### src/rtl/echo_addr_pkg.sv
package echo_addr_pkg;
  parameter int CYC_W     = 5;
  parameter int PAGE_W    = 8;
  parameter int DLY_W     = 4;
  parameter int LEN_SHIFT = 11;
  parameter int STEP      = 4;

  localparam int ADDR_W = PAGE_W + 8;
  localparam int LEN_W  = DLY_W + LEN_SHIFT;

  localparam int SLOT_RD_LEFT  = 22;
  localparam int SLOT_RD_RIGHT = 23;
  localparam int SLOT_EN_LEFT  = 28;
  localparam int SLOT_WR_LEFT  = 29;
  localparam int SLOT_WR_RIGHT = 30;

  typedef struct packed {
    logic rdLeft;
    logic rdRight;
    logic wrLeft;
    logic wrRight;
    logic sampEnL;
    logic sampEnR;
    logic latchCfg;
    logic advance;
  } echo_strobe_t;
endpackage

### src/rtl/echo_addr_ctrl.sv
module echo_addr_ctrl
  import echo_addr_pkg::*;
(
  input  logic             clk,
  input  logic             rstN,
  input  logic [CYC_W-1:0] cycleNum,
  output echo_strobe_t     stb
);
  function automatic logic isSlot(input logic [CYC_W-1:0] c, input int s);
    return c == CYC_W'(s);
  endfunction

  always_comb begin
    stb          = '0;
    stb.rdLeft   = isSlot(cycleNum, SLOT_RD_LEFT);
    stb.rdRight  = isSlot(cycleNum, SLOT_RD_RIGHT);
    stb.sampEnL  = isSlot(cycleNum, SLOT_EN_LEFT);
    stb.wrLeft   = isSlot(cycleNum, SLOT_WR_LEFT);
    stb.sampEnR  = isSlot(cycleNum, SLOT_WR_LEFT);
    stb.latchCfg = isSlot(cycleNum, SLOT_WR_LEFT);
    stb.wrRight  = isSlot(cycleNum, SLOT_WR_RIGHT);
    stb.advance  = isSlot(cycleNum, SLOT_WR_RIGHT);
  end

  AST_ONE_ACCESS_SLOT: assert property (@(posedge clk) disable iff (!rstN)
    $onehot0({stb.rdLeft, stb.rdRight, stb.wrLeft, stb.wrRight}));
endmodule

### src/rtl/echo_addr_dp.sv
module echo_addr_dp
  import echo_addr_pkg::*;
(
  input  logic              clk,
  input  logic              rstN,
  input  echo_strobe_t      stb,
  input  logic [PAGE_W-1:0] startPage,
  input  logic [DLY_W-1:0]  delayLen,
  input  logic              echoDisable,
  output logic [ADDR_W-1:0] memAddr,
  output logic              memRd,
  output logic              memWr,
  output logic              chanRight
);
  logic [LEN_W-1:0]  offset;
  logic [LEN_W-1:0]  bufLen;
  logic [PAGE_W-1:0] page;
  logic [ADDR_W-1:0] pointer;
  logic              enLeft;
  logic              enRight;

  logic [ADDR_W-1:0] ptrCalc;
  logic [ADDR_W-1:0] ptrRight;
  logic [LEN_W:0]    offStep;
  logic              wrapHit;
  logic [LEN_W-1:0]  lenFromDelay;

  always_comb begin
    ptrCalc      = {page, 8'h00} + ADDR_W'(offset);
    ptrRight     = pointer + ADDR_W'(2);
    offStep      = {1'b0, offset} + (LEN_W + 1)'(STEP);
    wrapHit      = offStep >= {1'b0, bufLen};
    lenFromDelay = (delayLen == '0) ? LEN_W'(STEP)
                                    : {delayLen, {LEN_SHIFT{1'b0}}};
  end

  always_ff @(posedge clk or negedge rstN) begin
    if (!rstN) begin
      offset  <= '0;
      bufLen  <= LEN_W'(STEP);
      page    <= '0;
      pointer <= '0;
      enLeft  <= 1'b0;
      enRight <= 1'b0;
    end else begin
      if (stb.rdLeft)  pointer <= ptrCalc;
      if (stb.sampEnL) enLeft  <= !echoDisable;
      if (stb.sampEnR) enRight <= !echoDisable;
      if (stb.latchCfg) begin
        page <= startPage;
        if (offset == '0) bufLen <= lenFromDelay;
      end
      if (stb.advance) offset <= wrapHit ? '0 : offStep[LEN_W-1:0];
    end
  end

  always_comb begin
    memAddr   = '0;
    memRd     = 1'b0;
    memWr     = 1'b0;
    chanRight = 1'b0;
    if (stb.rdLeft) begin
      memAddr = ptrCalc;
      memRd   = 1'b1;
    end else if (stb.rdRight) begin
      memAddr   = ptrRight;
      memRd     = 1'b1;
      chanRight = 1'b1;
    end else if (stb.wrLeft) begin
      memAddr = pointer;
      memWr   = enLeft;
    end else if (stb.wrRight) begin
      memAddr   = ptrRight;
      memWr     = enRight;
      chanRight = 1'b1;
    end
  end

  AST_OFFSET_BELOW_LEN: assert property (@(posedge clk) disable iff (!rstN)
    offset < bufLen);
  AST_OFFSET_ALIGNED: assert property (@(posedge clk) disable iff (!rstN)
    offset[1:0] == 2'b00);
  AST_OFFSET_STEP: assert property (@(posedge clk) disable iff (!rstN)
    stb.advance |=> (offset == '0) || (offset == $past(offset) + LEN_W'(STEP)));
  AST_OFFSET_HOLD: assert property (@(posedge clk) disable iff (!rstN)
    !stb.advance |=> $stable(offset));
  AST_LEN_AT_ZERO: assert property (@(posedge clk) disable iff (!rstN)
    (bufLen != $past(bufLen)) |-> ($past(offset) == '0));
  AST_PAGE_HOLD: assert property (@(posedge clk) disable iff (!rstN)
    !stb.latchCfg |=> $stable(page));
endmodule

### src/rtl/echo_addr_gen.sv
module echo_addr_gen
  import echo_addr_pkg::*;
(
  input  logic              clk,
  input  logic              rstN,
  input  logic [CYC_W-1:0]  cycleNum,
  input  logic [PAGE_W-1:0] startPage,
  input  logic [DLY_W-1:0]  delayLen,
  input  logic              echoDisable,
  output logic [ADDR_W-1:0] memAddr,
  output logic              memRd,
  output logic              memWr,
  output logic              chanRight
);
  echo_strobe_t stb;

  echo_addr_ctrl u_ctrl (
    .clk      (clk),
    .rstN     (rstN),
    .cycleNum (cycleNum),
    .stb      (stb)
  );

  echo_addr_dp u_dp (
    .clk         (clk),
    .rstN        (rstN),
    .stb         (stb),
    .startPage   (startPage),
    .delayLen    (delayLen),
    .echoDisable (echoDisable),
    .memAddr     (memAddr),
    .memRd       (memRd),
    .memWr       (memWr),
    .chanRight   (chanRight)
  );

  AST_NO_RD_WR_OVERLAP: assert property (@(posedge clk) disable iff (!rstN)
    !(memRd && memWr));
  AST_RIGHT_ABOVE_LEFT: assert property (@(posedge clk) disable iff (!rstN)
    (memRd && chanRight && $past(memRd) && !$past(chanRight))
      |-> (memAddr == $past(memAddr) + ADDR_W'(2)));
  AST_LEFT_WR_GATED: assert property (@(posedge clk) disable iff (!rstN)
    (memWr && !chanRight) |-> !$past(echoDisable));
  AST_RIGHT_WR_GATED: assert property (@(posedge clk) disable iff (!rstN)
    (memWr && chanRight) |-> !$past(echoDisable));
endmodule

### config.mk
export PLATFORM = sky130hd
export DESIGN_NAME = echo_addr_gen
export DESIGN_NICKNAME = d
export VERILOG_FILES = /design/src/rtl/echo_addr_pkg.sv /design/src/rtl/echo_addr_ctrl.sv /design/src/rtl/echo_addr_dp.sv /design/src/rtl/echo_addr_gen.sv
export SDC_FILE = /design/constraint.sdc
export NUM_CORES = 1
export LEC_CHECK = 0
export ABC_AREA = 1
export BUFFER_PORTS_ARGS = -buffer_cell sky130_fd_sc_hd__buf_2
export CAP_MARGIN = 20
export CORE_ASPECT_RATIO = 0.7
export CORE_MARGIN = 1
export CORE_UTILIZATION = 30
export CTS_CLUSTER_DIAMETER = 100
export DETAILED_ROUTE_END_ITERATION = 6
export PLACE_DENSITY_LB_ADDON = 0.25
export RECOVER_POWER = 100
export SYNTH_ARGS = -nofsm -noshare
export SYNTH_HDL_FRONTEND = slang
export SYNTH_SLANG_ARGS = --single-unit
### constraint.sdc
create_clock -name clk -period 2.4 [get_ports clk]
set_clock_uncertainty 0.1 [all_clocks]
set_input_delay 0.48 -clock clk [delete_from_list [all_inputs] [get_ports clk]]
set_output_delay 0.48 -clock clk [all_outputs]
set_load 0.05 [all_outputs]
==> reports/metrics.csv <==
metric,value,unit
wl_per_cell,13.60,um
total_power,2284,uW
root_buffer,clkbuf_16,
synth_cell_types,31,
antenna_found_initial,0,
violations,setup timing,
worstHoldStart,echoDisable,
cp_cell_sequence,ha_4 > buf_4 > buf_6 > nand2_2 > nor3_2 > nand2_1 > nand3_2 > o21ai_0 > o31ai_4 > buf_6,
ctsLongestPathBuffers,2,
first_pass_iters,4,
place.gp.congestion,0.8069,
place_area,0.003575,mm^2
routed_wl,8065,um
cp_max_fo,3,
clk_latency,290,ps
grtUsageTotal,17.60,%
hold_end,u_dp.enLeft,
row_count,28,
r2r_start,u_dp.offset[3],
fin_crit,2719,ps
critPathSlowestCell,dfrtp_1,
die_w,115.4,um
hold_viol_final,0,
whs,280.9,ps
grt_pass1_wl,12590,um
core-area,0.008583,mm^2
initial_core_util,31.47,%
drt-initial-drc-count,194,
htreeDepth,2,
post-route-period-util,113.3,%
grt_max_degree,43,
crit_arrival,2140,ps
synth_nets,413,
layout-drive-gt1-share,39.53,%
crit_path_end_kind,output port,
final_cell_area,0.004182,mm^2
postLayoutCoreUtil,48.72,%
antenna_cells,0,
synthesis.area,0.002701,mm^2
cts_sinks,42,
drc,0,
vias_per_cell,4.616,
synth-edff-count,0,
die-area,0.009394,mm^2
dp_cells,576,
cp.required,1820,ps
avgSynthCellArea,7.146,um^2
postRouteAntennaNets,0,
ir_drop,0.3042,mV
setup_viol,15,
numPortBuffers,37,
cp-start-kind,flip-flop,
vias,2737,
hold_path.class,input port to flip-flop,
die_h,81.39,um
yosysWarnings,0,
worstMarginPinSlew,1125,ps
rsz0062_at_grt,yes,
reg2reg_depth,12,
relSlewSlack,25.01,%
fin_nets,507,
hold_buffers,0,
slew_violations,0,
async_flop_share,100.0,%
worst_slack,-319.3,ps
synth-seq-cells,42,
crit_type,flip-flop to output port,
fin_cells,593,
syn_inst,378,
cts_tree,done,
cts_made_buffers,5,
p_per_area,546.3,mW/mm^2
path_buf_inv,3,
maxCapViolCount,0,
seq_area_frac_synth,38.95,%
p_leak,0.002069,uW
area_growth,54.79,%
hpwl,5371,um
worstReg2RegEnd,u_dp.offset[6],
cp_common_cell,buf_6,
worst_hold_path.num_cells,2,
grt_pass1_vias,2655,
critPathMaxStageDelay,420,ps
rrSetupSlack,0,ps
synthFlopType,dfrtp_1,
clk_pin_slew,60,ps
outcome,finished with violations,
num_io_pins,39,
crit_family,compound AO/OA/AOI/OAI gates,
max_freq,367.7,MHz
grt-ovfl-total,0,
registers in the layout, indices dropped and copies added, names as in the netlist:
signal / count
u_dp.offset: 13
u_dp.bufLen: 5
u_dp.page: 8
u_dp.enLeft: 1
u_dp.pointer: 14
u_dp.enRight: 1
final cells by class:
cell class / instances / area (um^2)
flip-flops and latches: 42 / 1052
fillers: 852 / 4402
clock inverters: 2 / 37.54
well taps: 120 / 150.1
repair buffers: 99 / 763.2
multi-input cells: 285 / 1903
inverters: 39 / 146.4
clock buffers: 6 / 128.9
metrics by stage:
step | setup slack, ps | TNS [ps]
after floorplan | -126.4 | -1149
after detailed placement | -226.6 | -2665
after global placement | -195.7 | -2130
final | -319.3 | -2631
after CTS | -262.6 | -816.8
after global routing | -459.5 | -5907
Yosys cell counts, types with 2 or more instances:
cell type    n  area share (%)
dfrtp_1     41              38
ha_1        14             6.5
or2_2        3            0.69
mux2_2       2            0.83
nor3_1       8             1.5
nand4_1      3            0.69
nor2_1      32             4.4
a21oi_1     12             2.2
o21bai_1     2            0.56
clkbuf_1     4            0.56
xor2_1       5             1.6
nor4_1       2            0.46
nand3_1     28             5.2
nand3_2      3             1.1
inv_1       39             5.4
nor2_2       3            0.69
buf_2        4            0.74
buf_4        3            0.83
buf_6        2            0.83
nand2_1    133              18
a31oi_1      2            0.46
o21ai_0     23             4.3
xnor2_1      2            0.65
where the power goes:
group	switching (uW)	total [uW]	internal, uW
sequential	62.8	875	813
clock	291	782	492
combinational	362	627	265
total	716	2280	1570
cell usage in the layout (no fill, tap or decap), drive strengths merged, types with 12 or more instances in the layout:
cell    count
inv        39
clkbuf     19
ha         14
nor2       36
nand3      31
buf        86
dfrtp      41
a21oi      12
o21ai      24
nand2     135
worst max path at each step:
stage	start	cells past startpoint	to
after floorplan	cycleNum[2]	8	memAddr[10]
after global placement	cycleNum[1]	10	memAddr[13]
after detailed placement	cycleNum[1]	10	memAddr[13]
after CTS	u_dp.page[0]	14	memAddr[14]
after global routing	u_dp.page[0]	14	memAddr[14]
final	u_dp.page[3]	10	memAddr[15]
layer usage:
layer / up-vias / global-route usage, % / part of all wire, %
met5: - / 5.000 / 0
met4: 0 / 5.325 / 1.0
met3: 7 / 3.731 / 6.2
met2: 74 / 27.01 / 43
met1: 1259 / 24.29 / 50
li1: 1397 / - / -
what timing repair did:
item                                    4_1_cts  5_1_grt
pin swaps                                    19       22
setup buffers                                 5        5
endpoints found under the setup margin       23       29
gates resized for setup                      50       46
gates cloned                                  0        2
cells by family (layout without fill, tap and decap cells):
| family | after synthesis | after routing | synth area share (%) |
|---|---|---|---|
| AND/OR/NAND/NOR | 217 | 218 | 33.91 |
| XOR/XNOR | 7 | 7 | 2.270 |
| adder cells (fa/ha/maj) | 15 | 15 | 7.226 |
| other | 1 | 1 | 0.1388 |
| buffers and inverters | 52 | 146 | 8.383 |
| AO/OA/AOI/OAI | 42 | 42 | 8.291 |
| flip-flops | 42 | 42 | 38.95 |
| multiplexers | 2 | 2 | 0.8337 |
Power figures use the tool's default switching activity.
